[src/rtl/eff_addr_pkg.sv]
package eff_addr_pkg;

    localparam int ADDR_W   = 32;
    localparam int NARROW_W = 8;
    localparam int SCALE_W  = 2;
    localparam int FORM_W   = 3;

    typedef enum logic [FORM_W-1:0] {
        F_IMM       = 3'd0,
        F_DIRECT    = 3'd1,
        F_REG       = 3'd2,
        F_REG_IND   = 3'd3,
        F_BASE_DISP = 3'd4,
        F_IDX_DISP  = 3'd5,
        F_BASE_IDX  = 3'd6,
        F_FULL      = 3'd7
    } ea_form_e;

    typedef struct packed {
        logic use_base;
        logic use_index;
        logic use_disp;
        logic is_mem;
    } ea_ctrl_t;

    typedef struct packed {
        logic [ADDR_W-1:0] addr;
        logic              is_mem;
    } ea_result_t;

    function automatic ea_ctrl_t decode_form(ea_form_e f);
        ea_ctrl_t c;
        c = '{use_base: 1'b0, use_index: 1'b0, use_disp: 1'b0, is_mem: 1'b1};
        unique case (f)
            F_IMM:       begin c.use_disp = 1'b1; c.is_mem = 1'b0; end
            F_DIRECT:    c.use_disp = 1'b1;
            F_REG:       begin c.use_base = 1'b1; c.is_mem = 1'b0; end
            F_REG_IND:   c.use_base = 1'b1;
            F_BASE_DISP: begin c.use_base = 1'b1; c.use_disp = 1'b1; end
            F_IDX_DISP:  begin c.use_index = 1'b1; c.use_disp = 1'b1; end
            F_BASE_IDX:  begin c.use_base = 1'b1; c.use_index = 1'b1; end
            F_FULL:      begin c.use_base = 1'b1; c.use_index = 1'b1; c.use_disp = 1'b1; end
            default:     c = '0;
        endcase
        return c;
    endfunction

endpackage

[src/rtl/ea_disp_extend.sv]
module ea_disp_extend
    import eff_addr_pkg::*;
#(
    parameter int AW = ADDR_W,
    parameter int NW = NARROW_W
) (
    input  logic [AW-1:0] raw,
    input  logic          wide,
    output logic [AW-1:0] ext
);
    localparam int PAD_W = AW - NW;

    always_comb begin
        if (wide) ext = raw;
        else      ext = {{PAD_W{raw[NW-1]}}, raw[NW-1:0]};
    end

    // a narrow displacement has identical upper bits
    always_comb begin
        if (!wide)
            assert (ext[AW-1:NW-1] == '0 || ext[AW-1:NW-1] == '1)
                else $error("p_narrow_sext_r3 violated");
    end
endmodule

[src/rtl/ea_index_scaler.sv]
module ea_index_scaler
    import eff_addr_pkg::*;
#(
    parameter int AW = ADDR_W,
    parameter int SW = SCALE_W
) (
    input  logic [AW-1:0] index_in,
    input  logic [SW-1:0] code,
    output logic [AW-1:0] scaled
);
    always_comb scaled = index_in << code;

    // the low code bits of a scaled index are always zero
    always_comb begin
        assert ((scaled & ~({AW{1'b1}} << code)) == '0)
            else $error("p_scale_lowbits_r5 violated");
    end
endmodule

[src/rtl/ea_sum_stage.sv]
module ea_sum_stage
    import eff_addr_pkg::*;
#(
    parameter int AW = ADDR_W
) (
    input  logic          clk,
    input  logic          rst,
    input  logic          load,
    input  ea_ctrl_t      ctrl,
    input  logic [AW-1:0] base_v,
    input  logic [AW-1:0] scaled_v,
    input  logic [AW-1:0] disp_v,
    output ea_result_t    result,
    output logic          strobe
);
    logic [AW-1:0] t_base, t_idx, t_disp, sum;

    always_comb begin
        t_base = ctrl.use_base  ? base_v   : '0;
        t_idx  = ctrl.use_index ? scaled_v : '0;
        t_disp = ctrl.use_disp  ? disp_v   : '0;
        sum    = t_base + t_idx + t_disp;
    end

    always_ff @(posedge clk) begin
        if (rst) begin
            result <= '0;
            strobe <= 1'b0;
        end else begin
            strobe <= load;
            if (load) begin
                result.addr   <= sum;
                result.is_mem <= ctrl.is_mem;
            end
        end
    end

    // an idle cycle leaves the held result untouched
    p_idle_hold_r12: assert property (@(posedge clk) disable iff (rst)
        !load |=> $stable(result));
endmodule

[src/rtl/eff_addr_unit.sv]
module eff_addr_unit
    import eff_addr_pkg::*;
#(
    parameter int AW = ADDR_W,
    parameter int NW = NARROW_W,
    parameter int SW = SCALE_W,
    parameter int FW = FORM_W
) (
    input  logic          clk,
    input  logic          rst,
    input  logic          req_valid,
    input  logic [FW-1:0] form_sel,
    input  logic [AW-1:0] base_val,
    input  logic [AW-1:0] index_val,
    input  logic [SW-1:0] scale_sel,
    input  logic [AW-1:0] disp_field,
    input  logic          disp_is_wide,
    output logic          res_valid,
    output logic [AW-1:0] res_addr,
    output logic          res_is_mem
);
    logic [AW-1:0] disp_ext, idx_scaled;
    ea_ctrl_t      ctrl;
    ea_result_t    res;

    always_comb ctrl = decode_form(ea_form_e'(form_sel));

    ea_disp_extend #(.AW(AW), .NW(NW)) u_ext (
        .raw(disp_field), .wide(disp_is_wide), .ext(disp_ext));

    ea_index_scaler #(.AW(AW), .SW(SW)) u_scale (
        .index_in(index_val), .code(scale_sel), .scaled(idx_scaled));

    ea_sum_stage #(.AW(AW)) u_sum (
        .clk(clk), .rst(rst), .load(req_valid), .ctrl(ctrl),
        .base_v(base_val), .scaled_v(idx_scaled), .disp_v(disp_ext),
        .result(res), .strobe(res_valid));

    assign res_addr   = res.addr;
    assign res_is_mem = res.is_mem;

    // strobe follows the request by exactly one cycle
    p_strobe_follow_r2: assert property (@(posedge clk) disable iff (rst)
        req_valid |=> res_valid);
    p_strobe_quiet_r2: assert property (@(posedge clk) disable iff (rst)
        !req_valid |=> !res_valid);
    // immediate and register forms flag no memory access
    p_nomem_forms_r8: assert property (@(posedge clk) disable iff (rst)
        (req_valid && (form_sel == F_IMM || form_sel == F_REG)) |=> !res_is_mem);
    // every other form flags a memory access
    p_mem_forms_r10: assert property (@(posedge clk) disable iff (rst)
        (req_valid && form_sel != F_IMM && form_sel != F_REG) |=> res_is_mem);
    // register form passes the base through
    p_reg_pass_r8: assert property (@(posedge clk) disable iff (rst)
        (req_valid && form_sel == F_REG) |=> res_addr == $past(base_val));
endmodule

[config.mk]
export PLATFORM = sky130hd
export DESIGN_NAME = eff_addr_unit
export DESIGN_NICKNAME = d
export VERILOG_FILES = /design/src/rtl/eff_addr_pkg.sv /design/src/rtl/ea_disp_extend.sv /design/src/rtl/ea_index_scaler.sv /design/src/rtl/ea_sum_stage.sv /design/src/rtl/eff_addr_unit.sv
export SDC_FILE = /design/constraint.sdc
export NUM_CORES = 1
export LEC_CHECK = 0
export BUFFER_PORTS_ARGS = -buffer_cell sky130_fd_sc_hd__buf_4
export CAP_MARGIN = 30
export CORE_MARGIN = 2
export CORE_UTILIZATION = 55
export DETAILED_ROUTE_END_ITERATION = 6
export HOLD_SLACK_MARGIN = 0.12
export PLACE_DENSITY = 0.83
export SYNTH_ARGS = -nofsm -noshare
export SYNTH_HDL_FRONTEND = slang
export SYNTH_SLANG_ARGS = --single-unit
[constraint.sdc]
create_clock -name clk -period 6.48 [get_ports clk]
set_input_delay 0.324 -clock clk [delete_from_list [all_inputs] [get_ports clk]]
set_output_delay 0.324 -clock clk [all_outputs]
set_load 0.01 [all_outputs]
Word-level counts from Yosys, hierarchy flattened. Cells that the tools add are included.

Bits in registers: 34. Input port bits: 105. Output and inout port bits: 34. Logic and storage cells: 26.

Add/sub/neg operators: 2. Equality and inequality tests: 7. Shift operators: 1. Multiplexer cells: 8. Reductions and logical operators: 5.

Operators with widths (number): 32-bit 2-to-1 mux (4); 32-bit adder (2); 32-bit by 2-bit left shift with 32-bit output (1); 3-bit == test (second input constant) (4); 5-bit OR reduction (2); 3-bit by 2-bit == test with 1-bit output (second input constant) (2); 1-bit 2-to-1 mux (4); 3-bit by 1-bit == test with 1-bit output (second input constant) (1); 3-bit zero test (1); 3-bit OR reduction (1); 2-bit OR reduction (1).

Longest topological paths before layout. Gate-level depths: netlist (run 1).

Depth after elaboration: 6. Depth in mapped cells: 17. Mapped depth without buffers: 14.

By module. A second synthesis (run 1) with hierarchy kept.

Cell total of the unflattened synthesis: 718. Area total of the unflattened synthesis: 5549.1 um^2.

By module, submodules not included: ea_sum_stage (instances 1, cells each 603, area an instance 4329.2 um^2, seq. area each 680.7 um^2); ea_index_scaler (instances 1, cells each 72, area an instance 720.7 um^2, seq. area each 0.0 um^2); ea_disp_extend (instances 1, cells each 37, area an instance 466.7 um^2, seq. area each 0.0 um^2); eff_addr_unit (instances 1, cells each 6, area an instance 32.5 um^2, seq. area each 0.0 um^2).

Worst setup path before layout (run 1). Ideal clock, no wire load.

Path kind: input -> register. Start point: in scale_sel[0]. End point: reg u_sum.result[22] in the netlist's numbering. Arrival time: 4.249 ns. Required time: 6.353 ns. Path slack: 2.104 ns. Stages on the path: 15. Buffers on the path: 2. Path through: clkbuf_1 > buf_1 > mux2i_1 > or3_1 > fa_1 > inv_1 > ha_1 > fa_1 > a211oi_1 > o21ai_0 > a21oi_1 > o21ai_1 > a21o_1 > and4_1 > or3_1.

Word-level cells in the longest chain between the ends: 4.

RTL lines: start, declared (line eff_addr_unit.sv:15) `input logic [SW-1:0] scale_sel,`; 32-bit by 2-bit left shift with 32-bit output (line ea_index_scaler.sv:11) `always_comb scaled = index_in << code;`; 32-bit 2-to-1 mux (line ea_sum_stage.sv:20) `t_idx = ctrl.use_index ? scaled_v : '0;`; 32-bit adder (2 in a row) (line ea_sum_stage.sv:22) `sum = t_base + t_idx + t_disp;`; end, declared (line ea_sum_stage.sv:13) `output ea_result_t result,`.

Every way passes these cells. A chain may end at the register's enable or synchronous reset.

Worst setup path after layout (run 1).
Start point: in form_sel[0]. End point: reg u_sum.result[22] in the netlist's numbering.

Word-level cells in the longest chain between the ends: 6.

RTL lines: start, declared (line eff_addr_unit.sv:12) `input logic [FW-1:0] form_sel,`; 3-bit == test or 3-bit by 2-bit == test with 1-bit output (tied branches) (line eff_addr_pkg.sv:34) `unique case (f)`; 5-bit OR reduction (no line) or 3-bit OR reduction (tied branches); 1-bit 2-to-1 mux (line eff_addr_pkg.sv:34); 32-bit 2-to-1 mux, on equally long branches (line ea_sum_stage.sv:19, ea_sum_stage.sv:20); 32-bit adder (line ea_sum_stage.sv:22); 32-bit adder (*) (line ea_sum_stage.sv:22).

Mark *: on every way between the ends. The rest lies on a longest branch, timed or not.

==> out/metrics.cfg, run 1 <==
[timing]
setup_tns_ns = 0
min_period_over_period = 0.687
finalSetupViolCount = 0
period_needed_ns = 4.45
grt_setup_unrepaired = no
slew_headroom = 0.323
tightestPinTransition_ns = 1.02
hold_viol = 0
slew_violations = 0
fmax_ghz = 0.225
skew_ns = 0

[clocking]
htree_levels = 2
cts-resized-gates = 0
cts-root-buf = clkbuf_8
cts_setup_buffers = 0
cts_hold_buf = 0
clock_sinks = 34
clk_pin_slew_worst_paths_ns = 0.08
cts_tree = done
clock_latency_ns = 0.28
numCtsBuffers = 5
clk_path_buf_depth = 2

[yosys]
synth_edf_count = 0
synth_fp_nets = 822
avgSynthCellArea_sq_um = 7.76
synthTopCellsByArea = dfxtp_1, fa_1, mux4_2, nand2_1, ha_1
yosys_warnings = 0
ys_ff_latch = 34
yosys.area.top_type = dfxtp_1
ys.flop_type = dfxtp_1
synth_cells = 655
syn_area_sq_um = 5080
synth_top_area_share = 0.134
async_reset_ff_frac = 0
ys_seq_area_frac = 0.134
synth.distinct_cells = 58

[routing]
wire_per_inst_um = 16.6
antenna_left = 0
via_count = 5099
first_iter_violations = 299
avgViaCountPerCell = 5.85
drcViolationCount = 0
drt_first_pass_iters = 5
routed_wl_mm = 14.5

[hold_path]
hp-class = in -> reg

[global_routing]
grt_usage = 0.291
grt_pass1_wl_mm = 23.4
grt_max_degree = 35
first_global_vias = 4875
grt_overflow = 0
antenna_found_initial = 0

[floorplan]
initial_core_util = 0.558
fp.dieW_um = 100
die_h_um = 100
coreArea_sq_um = 9110
ios = 139
row_count = 35
die_area_sq_um = 10000

[flow_run]
drv_cap = 0

[layout]
register_area_sq_um = 681
nFillCells = 765
design_area_sq_um = 6200
area_growth_syn_to_layout_pct = 22.0
n_antenna_cell = 0
multi_input_area_sq_um = 3970
nets = 927
drive_gt1_frac = 0.238

[run_status]
status = finished clean

[critical_path]
critPathBufInv = 3
path_delay_family = compound AO/OA/AOI/OAI gates
worstSetupEndpointType = flop
critical_path.max_fanout = 31
worstPathCellList = buf_4 -> inv_1 -> a21o_1 -> nand2_1 -> fa_1 -> inv_1 -> ha_1 -> fa_1 -> a211oi_1 -> o21ai_0 -> a21oi_1 -> o21ai_1 -> a21o_1 -> and4_1 -> or3_1
start_kind = primary input
arrival_ns = 4.63
cpMaxStageDelayCell = a21o_1
critPathRequiredTime_ns = 6.66
critPathMaxStageDelay_ns = 0.78
critical_path_class = in -> reg

[power]
p_per_area_nw_per_um2 = 184
ir_worst_vdd_v = 0.000130
total_power_mw = 1.14
p_leak_nw = 3.23

[placed_design]
place_congestion = 0.993
placed_area_sq_um = 6090
place.port_buffers = 138
dp_hpwl_mm = 11.8

[layout make-up]
type | count | share of cell area
clock buffer | 7 | 0.0139
clock inverter | 1 | 0.000808
inverter | 68 | 0.0412
multi-input combinational | 511 | 0.640
sequential | 34 | 0.110
tap | 111 | 0.0224
timing repair buffer | 140 | 0.171
[worst reg2reg max path: cells and delay by family (launching register included)]
kind / cells / cell delay [ns]
flip-flops: 1 / 0.33
AND/OR/NAND/NOR: 1 / 0.29
AO/OA/AOI/OAI: 1 / 0.21
[cell usage in the layout, fill, tap and decap left out, types with 3 or more instances in the layout]
cell type / netlist / layout
clkbuf_8: 0 / 6
ha_1: 30 / 30
o21ai_0: 23 / 23
a31oi_1: 6 / 6
nor3_1: 7 / 7
fa_1: 32 / 32
and3_1: 4 / 4
nor2b_1: 5 / 5
nand2b_1: 3 / 3
a211o_1: 5 / 5
a31o_1: 3 / 3
mux2i_1: 14 / 14
and2_1: 7 / 7
a21oi_1: 28 / 28
inv_1: 68 / 68
o21a_1: 7 / 7
dfxtp_1: 34 / 34
a221o_1: 3 / 3
a311oi_1: 4 / 4
xor2_1: 12 / 12
nand2_1: 166 / 166
buf_4: 0 / 138
a211oi_1: 9 / 9
nor2_1: 32 / 32
a21o_1: 14 / 14
xnor2_1: 9 / 9
o21bai_1: 9 / 9
nand3_1: 9 / 9
or3_1: 5 / 5
nand4_1: 6 / 6
mux4_2: 28 / 28
[sequential cells by signal, indices dropped and copies added, names as in the netlist]
signal        cells
u_sum.result     33
u_sum.strobe      1
[stage by stage]
step           hold slack (ns)  setup slack, ns  utilization  std cells
2_1_floorplan            0.483             2.10            -        655
3_5_place_dp             0.445             1.76        0.669        863
4_1_cts                  0.345             2.04        0.679        871
3_3_place_gp             0.436             1.93        0.667        862
5_1_grt                  0.360             1.66        0.680        872
6_report                 0.346             2.03        0.680        872
[final timing paths]
kind | from | endpoint | slack, ns | cells after the start
max reg2reg | u_sum.result[22] | u_sum.result[22] | 5.54 | 2
min | rst | u_sum.result[17] | 0.35 | 2
min reg2reg | u_sum.result[28] | u_sum.result[28] | 0.45 | 2
max | form_sel[0] | u_sum.result[22] | 2.03 | 15
[power by group]
part           switching [mW]  internal (mW)
combinational           0.398          0.313
sequential             0.0206          0.246
clock                  0.0789         0.0858
total                   0.497          0.645
[layer usage]
layer / routed length [um] / track usage / vias up
met5: 0 / 0 / -
met3: 1040 / 0.0230 / 26
met4: 318 / 0.0843 / 0
met2: 6610 / 0.460 / 249
li1: - / - / 2447
met1: 6520 / 0.430 / 2377
[cells by family after synthesis]
group | count (synthesis) | share of synthesized area
muxes | 43 | 0.154
AOI/OAI and AO/OA | 132 | 0.178
DFF | 34 | 0.134
buffers and inverters | 110 | 0.0847
adders and majority gates | 62 | 0.200
and+or+nand+nor | 253 | 0.214
xor gates and xnor gates | 21 | 0.0362
[synth_stat cells (9+ instances only)]
cell and number:
dfxtp_1 34, mux2i_1 14, o21ai_0 23, fa_1 32
o21bai_1 9, nand2_1 166, a21o_1 14, mux4_2 28
a211oi_1 9, inv_1 68, clkbuf_1 34, xor2_1 12
xnor2_1 9, nand3_1 9, a21oi_1 28, nor2_1 32
ha_1 30
(Power assumes the default switching activity.)
==> run 2, diff against run 1 <==
--- a/config.mk
+++ b/config.mk
@@ -8,10 +8,10 @@
 export BUFFER_PORTS_ARGS = -buffer_cell sky130_fd_sc_hd__buf_4
 export CAP_MARGIN = 30
 export CORE_MARGIN = 2
-export CORE_UTILIZATION = 55
+export CORE_UTILIZATION = 49
 export DETAILED_ROUTE_END_ITERATION = 6
 export HOLD_SLACK_MARGIN = 0.12
-export PLACE_DENSITY = 0.83
+export PLACE_DENSITY = 0.78
 export SYNTH_ARGS = -nofsm -noshare
 export SYNTH_HDL_FRONTEND = slang
 export SYNTH_SLANG_ARGS = --single-unit
==> constraint.sdc (replaced) <==
create_clock -name clk -period 3.9 [get_ports clk]
set_input_delay 0.195 -clock clk [delete_from_list [all_inputs] [get_ports clk]]
set_output_delay 0.195 -clock clk [all_outputs]
set_load 0.01 [all_outputs]
==> out/metrics.cfg, run 2 (synthesis results as in run 1) <==
[run_status]
status = finished clean  ; unchanged

[floorplan]
coreArea_sq_um = 10200  ; was 9110 sq um
die_h_um = 106  ; was 100 um
row_count = 37  ; was 35
ios = 139  ; unchanged
die_area_sq_um = 11200  ; was 10000 sq um
initial_core_util = 0.499  ; was 0.558
fp.dieW_um = 106  ; was 100 um

[timing]
tightestPinTransition_ns = 0.730  ; was 1.02 ns
setup_tns_ns = 0  ; unchanged
min_period_over_period = 0.906
grt_setup_unrepaired = no  ; unchanged
hold_viol = 0  ; unchanged
fmax_ghz = 0.283
slew_headroom = 0.513  ; was 0.323
slew_violations = 0  ; unchanged
finalSetupViolCount = 0  ; unchanged
timing.final.ws_setup_ns = 0.367  ; was 2.03 ns
skew_ns = 0  ; unchanged
period_needed_ns = 3.53

[routing]
first_iter_violations = 271  ; was 299
antenna_left = 0  ; unchanged
drcViolationCount = 0  ; unchanged
wire_per_inst_um = 15.7  ; was 16.6 um
avgViaCountPerCell = 5.54  ; was 5.85
via_count = 5072  ; was 5099
drt_first_pass_iters = 4  ; was 5
routed_wl_mm = 14.4  ; was 14.5 mm

[clocking]
clk_pin_slew_worst_paths_ns = 0.07  ; was 0.08 ns
cts-resized-gates = 0  ; unchanged
cts_tree = done  ; unchanged
cts_hold_buf = 0  ; unchanged
cts_setup_buffers = 0  ; unchanged
cts-root-buf = clkbuf_8  ; unchanged
clock_sinks = 34  ; unchanged
numCtsBuffers = 5  ; unchanged
clock_latency_ns = 0.28  ; about the same
htree_levels = 2  ; unchanged
clk_path_buf_depth = 2  ; unchanged

[placed_design]
dp_worst_setup_slack_ns = 0.144  ; was 1.76 ns
place_congestion = 0.961  ; was 0.993
place.port_buffers = 138  ; unchanged
dp_hpwl_mm = 12.2  ; was 11.8 mm

[layout]
max_flop_register = u_sum.result  ; unchanged
nets = 946  ; was 927
n_antenna_cell = 0  ; unchanged
largest_reg_flops = 33  ; unchanged
drive_gt1_frac = 0.254  ; was 0.238
area_growth_syn_to_layout_pct = 24.9  ; was 22.0%
top_regs = u_sum.result: 33 flops, u_sum.strobe: 1 flops  ; unchanged
layout_common_cells = nand2_1, buf_4, inv_1, dfxtp_1  ; unchanged
layout.cells.most_common = nand2_1  ; unchanged
finish.utilization = 0.623  ; was 0.680

[power]
p_per_area_nw_per_um2 = 296  ; was 184 nW/um^2
ir_worst_vdd_v = 0.000181  ; was 0.000130 V
p_leak_nw = 3.30  ; was 3.23 nW

[hold_path]
hold_path_depth = 2  ; unchanged
hp-class = in -> reg  ; unchanged
min_from = rst  ; unchanged
hold-path-endpoint = u_sum.result[1]  ; was u_sum.result[17]

[critical_path]
critPathRequiredTime_ns = 4.08  ; was 6.66 ns
critPathMaxStageDelay_ns = 0.56  ; was 0.78 ns
critical_path_class = in -> reg  ; unchanged
arrival_ns = 3.71  ; was 4.63 ns
worstSetupEndpointType = flop  ; unchanged
reg2reg_depth = 2  ; unchanged
crit-reg2reg-launch = u_sum.result[22]  ; unchanged
cpMaxStageDelayCell = fa_1  ; was a21o_1
reg2reg_slack_ns = 2.96  ; was 5.54 ns
worstPathCellList = buf_4 -> nand2_1 -> nand2_1 -> buf_4 -> nand2_1 -> fa_1 -> inv_1 -> ha_1 -> and4_1 -> nor4bb_1 -> o31ai_1 -> buf_4 -> a21boi_1 -> or2_1 -> a311oi_1 -> a221o_1  ; was buf_4 -> inv_1 -> a21o_1 -> nand2_1 -> fa_1 -> inv_1 -> ha_1 -> fa_1 -> a211oi_1 -> o21ai_0 -> a21oi_1 -> o21ai_1 -> a21o_1 -> and4_1 -> or3_1
critical_path.max_fanout = 12  ; was 31
start_kind = primary input  ; unchanged
r2r-end = u_sum.result[22]  ; unchanged

[global_routing]
grt_usage = 0.264  ; was 0.291
grt_max_degree = 25  ; was 35
grt_overflow = 0  ; unchanged
antenna_found_initial = 0  ; unchanged
first_global_vias = 4849  ; was 4875
grt_pass1_wl_mm = 23.9  ; was 23.4 mm

[flow_run]
drv_cap = 0  ; unchanged

## run 2: cell count changes in the layout (fill, tap and decap cells not counted), sizes merged
cell	before	now
clkinv	1	0
buf	140	159
## run 2: where the power goes
group / leakage, nW / total, mW / switching [mW] / internal (mW)
sequential: 0.281 / 0.444 / 0.0345 / 0.409
clock: 0.0383 / 0.238 / 0.116 / 0.123
combinational: 2.99 / 1.20 / 0.655 / 0.543
## run 2: layer usage
layer,vias to the layer above,global-route usage,part of all wire
met5,-,0,0
met4,0,0.0667,0.016
met3,17,0.0229,0.069
met2,212,0.419,0.45
met1,2357,0.388,0.47
li1,2486,-,-
## run 2: layout make-up
cell class	count	area, sq um
multi-input combinational	511	3970
fill	948	3840
timing repair buffer	159	1190
sequential	34	681
inverter	68	255
tap	136	170
clock buffer	7	76.3
## run 2: how the worst max path moves through the flow
stage / from / endpoint / cells past startpoint
final: form_sel[0] / u_sum.result[25] / 16
after global routing: scale_sel[0] / u_sum.result[22] / 14
after CTS: form_sel[0] / u_sum.result[25] / 16
after detailed placement: form_sel[0] / u_sum.result[25] / 16
after global placement: scale_sel[0] / u_sum.result[22] / 14
after floorplan: scale_sel[0] / u_sum.result[22] / 15
## run 2: worst max-delay path, delay by kind of cell
kind | cells | cell delay (ns)
buf+inv | 4 | 0.58
simple gates | 6 | 1.18
compound gates | 4 | 0.79
fa+ha+maj | 2 | 0.94
## run 2: through the flow
stage	cell area [sq um]	hold WS, ns	std cells	power, mW
after global routing	6340	0.231	915	2.04
final	6340	0.228	915	1.88
after global placement	6260	0.437	907	1.61
after detailed placement	6270	0.448	908	1.63
after floorplan	5090	0.394	655	1.23
after CTS	6340	0.222	915	1.88
==> run 3, diff against run 2 <==
--- a/config.mk
+++ b/config.mk
@@ -6,12 +6,12 @@
 export NUM_CORES = 1
 export LEC_CHECK = 0
 export BUFFER_PORTS_ARGS = -buffer_cell sky130_fd_sc_hd__buf_4
-export CAP_MARGIN = 30
+export CAP_MARGIN = 20
 export CORE_MARGIN = 2
-export CORE_UTILIZATION = 49
+export CORE_UTILIZATION = 55
 export DETAILED_ROUTE_END_ITERATION = 6
 export HOLD_SLACK_MARGIN = 0.12
-export PLACE_DENSITY = 0.78
+export PLACE_DENSITY = 0.83
 export SYNTH_ARGS = -nofsm -noshare
 export SYNTH_HDL_FRONTEND = slang
 export SYNTH_SLANG_ARGS = --single-unit
==> constraint.sdc (replaced) <==
create_clock -name clk -period 3.3 [get_ports clk]
set_input_delay 0.165 -clock clk [delete_from_list [all_inputs] [get_ports clk]]
set_output_delay 0.165 -clock clk [all_outputs]
set_load 0.01 [all_outputs]
==> out/metrics.cfg, run 3 (synthesis results as in run 1) <==
[layout]
finish.utilization = 0.776  ; was 0.623
layout.cells.most_common = buf_4  ; was nand2_1
max_flop_register = u_sum.result  ; unchanged
drive_gt1_frac = 0.344  ; was 0.254
final_cells = 974  ; was 915
nets = 1029  ; was 946
n_antenna_cell = 0  ; unchanged
design_area_sq_um = 7060  ; was 6340 sq um
largest_reg_flops = 33  ; unchanged
top_regs = u_sum.result: 33 flops, u_sum.strobe: 1 flops  ; unchanged
layout_common_cells = buf_4, nand2_1, inv_1, dfxtp_1, nor2_1  ; was nand2_1, buf_4, inv_1, dfxtp_1
area_growth_syn_to_layout_pct = 39.1  ; was 24.9%

[global_routing]
grt_overflow = 0  ; unchanged
grt_usage = 0.317  ; was 0.264
antenna_found_initial = 0  ; unchanged
first_global_vias = 5369  ; was 4849
grt_pass1_wl_mm = 25.7  ; was 23.9 mm
grt_max_degree = 25  ; unchanged

[clocking]
numCtsBuffers = 5  ; unchanged
clock_latency_ns = 0.27  ; was 0.28 ns
clock_sinks = 34  ; unchanged
htree_levels = 2  ; unchanged
cts-resized-gates = 2  ; was 0
clk_pin_slew_worst_paths_ns = 0.07  ; about the same
cts_setup_buffers = 0  ; unchanged
cts-root-buf = clkbuf_8  ; unchanged
clk_path_buf_depth = 2  ; unchanged
cts_hold_buf = 0  ; unchanged
cts_tree = done  ; unchanged

[power]
p_clk_frac = 0.124  ; was 0.127
ir_worst_vdd_v = 0.000219  ; was 0.000181 V
p_per_area_nw_per_um2 = 362  ; was 296 nW/um^2
total_power_mw = 2.56  ; was 1.88 mW
combPwrFrac = 0.671  ; was 0.637
swShare = 0.411  ; was 0.428
p_switching_mw = 1.05  ; was 0.806 mW
internal_power_mw = 1.50  ; was 1.07 mW
p_leak_nw = 3.74  ; was 3.30 nW
power_frac_seq = 0.205  ; was 0.236

[placed_design]
place.port_buffers = 138  ; unchanged
dp_hpwl_mm = 13.4  ; was 12.2 mm
placed_area_sq_um = 6930  ; was 6270 sq um
place_congestion = 0.948  ; was 0.961
dp.cells = 965  ; was 908

[critical_path]
cpMaxStageDelayCell = mux4_2  ; was fa_1
critPathMaxStageDelay_ns = 0.50  ; was 0.56 ns
path_delay_family = compound AO/OA/AOI/OAI gates  ; was simple AND/OR/NAND/NOR gates
worstSetupEndpointType = flop  ; unchanged
critPathRequiredTime_ns = 3.48  ; was 4.08 ns
arrival_ns = 3.34  ; was 3.71 ns
critPathBufInv = 3  ; was 4
worstPathCellList = buf_8 -> buf_4 -> mux4_2 -> nand2_2 -> fa_1 -> inv_1 -> ha_1 -> a21oi_2 -> nor3_1 -> a211o_1 -> a31o_1 -> or2_1 -> a31o_1 -> a221o_1  ; was buf_4 -> nand2_1 -> nand2_1 -> buf_4 -> nand2_1 -> fa_1 -> inv_1 -> ha_1 -> and4_1 -> nor4bb_1 -> o31ai_1 -> buf_4 -> a21boi_1 -> or2_1 -> a311oi_1 -> a221o_1
start_kind = primary input  ; unchanged
crit_path_frequent_cell = a31o_1
critical_path.max_fanout = 17  ; was 12
critical_path_class = in -> reg  ; unchanged

[floorplan]
row_count = 35  ; was 37
initial_core_util = 0.558  ; was 0.499
fp.dieW_um = 100  ; was 106 um
die_h_um = 100  ; was 106 um
ios = 139  ; unchanged
coreArea_sq_um = 9110  ; was 10200 sq um
die_area_sq_um = 10000  ; was 11200 sq um

[routing]
drt_first_pass_iters = 6  ; was 4
first_iter_violations = 276  ; was 271
routed_wl_mm = 15.9  ; was 14.4 mm
avgViaCountPerCell = 5.66  ; was 5.54
antenna_left = 0  ; unchanged
drcViolationCount = 0  ; unchanged
wire_per_inst_um = 16.3  ; was 15.7 um
via_count = 5509  ; was 5072

[hold_path]
hp-class = in -> reg  ; unchanged

[timing]
min_period_over_period = 0.959
finalSetupViolCount = 0  ; unchanged
fmax_ghz = 0.316
slew_headroom = 0.650  ; was 0.513
tightestPinTransition_ns = 0.517  ; was 0.730 ns
period_needed_ns = 3.17
hold_viol = 0  ; unchanged
skew_ns = 0  ; unchanged
slew_violations = 0  ; unchanged

[run_status]
status = finished clean  ; unchanged

[flow_run]
drv_cap = 0  ; unchanged

==> run 3: cell types whose count changed in the layout (fill, tap and decap cells not counted), sizes merged <==
cell | previous run | this run
buf | 159 | 242
clkinv | 0 | 1
==> run 3: power by group through the flow <==
stage / sequential [mW] / combinational [mW] / clock, mW
6_report: 0.524 / 1.72 / 0.317
5_1_grt: 0.531 / 1.87 / 0.340
4_1_cts: 0.525 / 1.69 / 0.316
3_5_place_dp: 0.532 / 1.67 / 0
3_3_place_gp: 0.528 / 1.63 / 0
2_1_floorplan: 0.559 / 0.922 / 0
==> run 3: worst register-to-register path: cells and delay by family (launching register included) <==
kind	cells	cell delay (ns)
AND/OR/NAND/NOR	1	0.33
flip-flops	1	0.32
AO/OA/AOI/OAI	1	0.21
==> run 3: metal layers <==
layer	up-vias	GRT usage	share of wire
met5	-	0	0
met4	0	0.0506	0.0067
met3	9	0.0216	0.062
met2	227	0.534	0.48
met1	2627	0.461	0.45
li1	2646	-	-
==> run 3: final timing paths <==
check	from	endpoint	slack [ns]	cells after the start
min	rst	u_sum.result[17]	0.20	2
max	scale_sel[0]	u_sum.result[25]	0.13	14
min reg2reg	u_sum.result[21]	u_sum.result[21]	0.46	2
max reg2reg	u_sum.result[22]	u_sum.result[22]	2.32	2
==> run 3: final cells by class <==
type,count,area (sq um)
multi-input combinational,511,4030
fill,667,2040
timing repair buffer,242,1870
sequential,34,681
inverter,68,255
tap,111,139
clock buffer,7,86.3
clock inverter,1,5.00
==> run 3: per-stage QoR <==
| step | TNS [ns] | setup WS, ns | hold WS [ns] |
|---|---|---|---|
| floorplan | -0.180 | -0.0686 | 0.364 |
| global placement | -1.54 | -0.305 | 0.436 |
| detailed placement | -2.47 | -0.330 | 0.444 |
| CTS | 0 | 0.0393 | 0.192 |
| global route | -0.000191 | -0.000191 | 0.198 |
| finish | 0 | 0.134 | 0.201 |
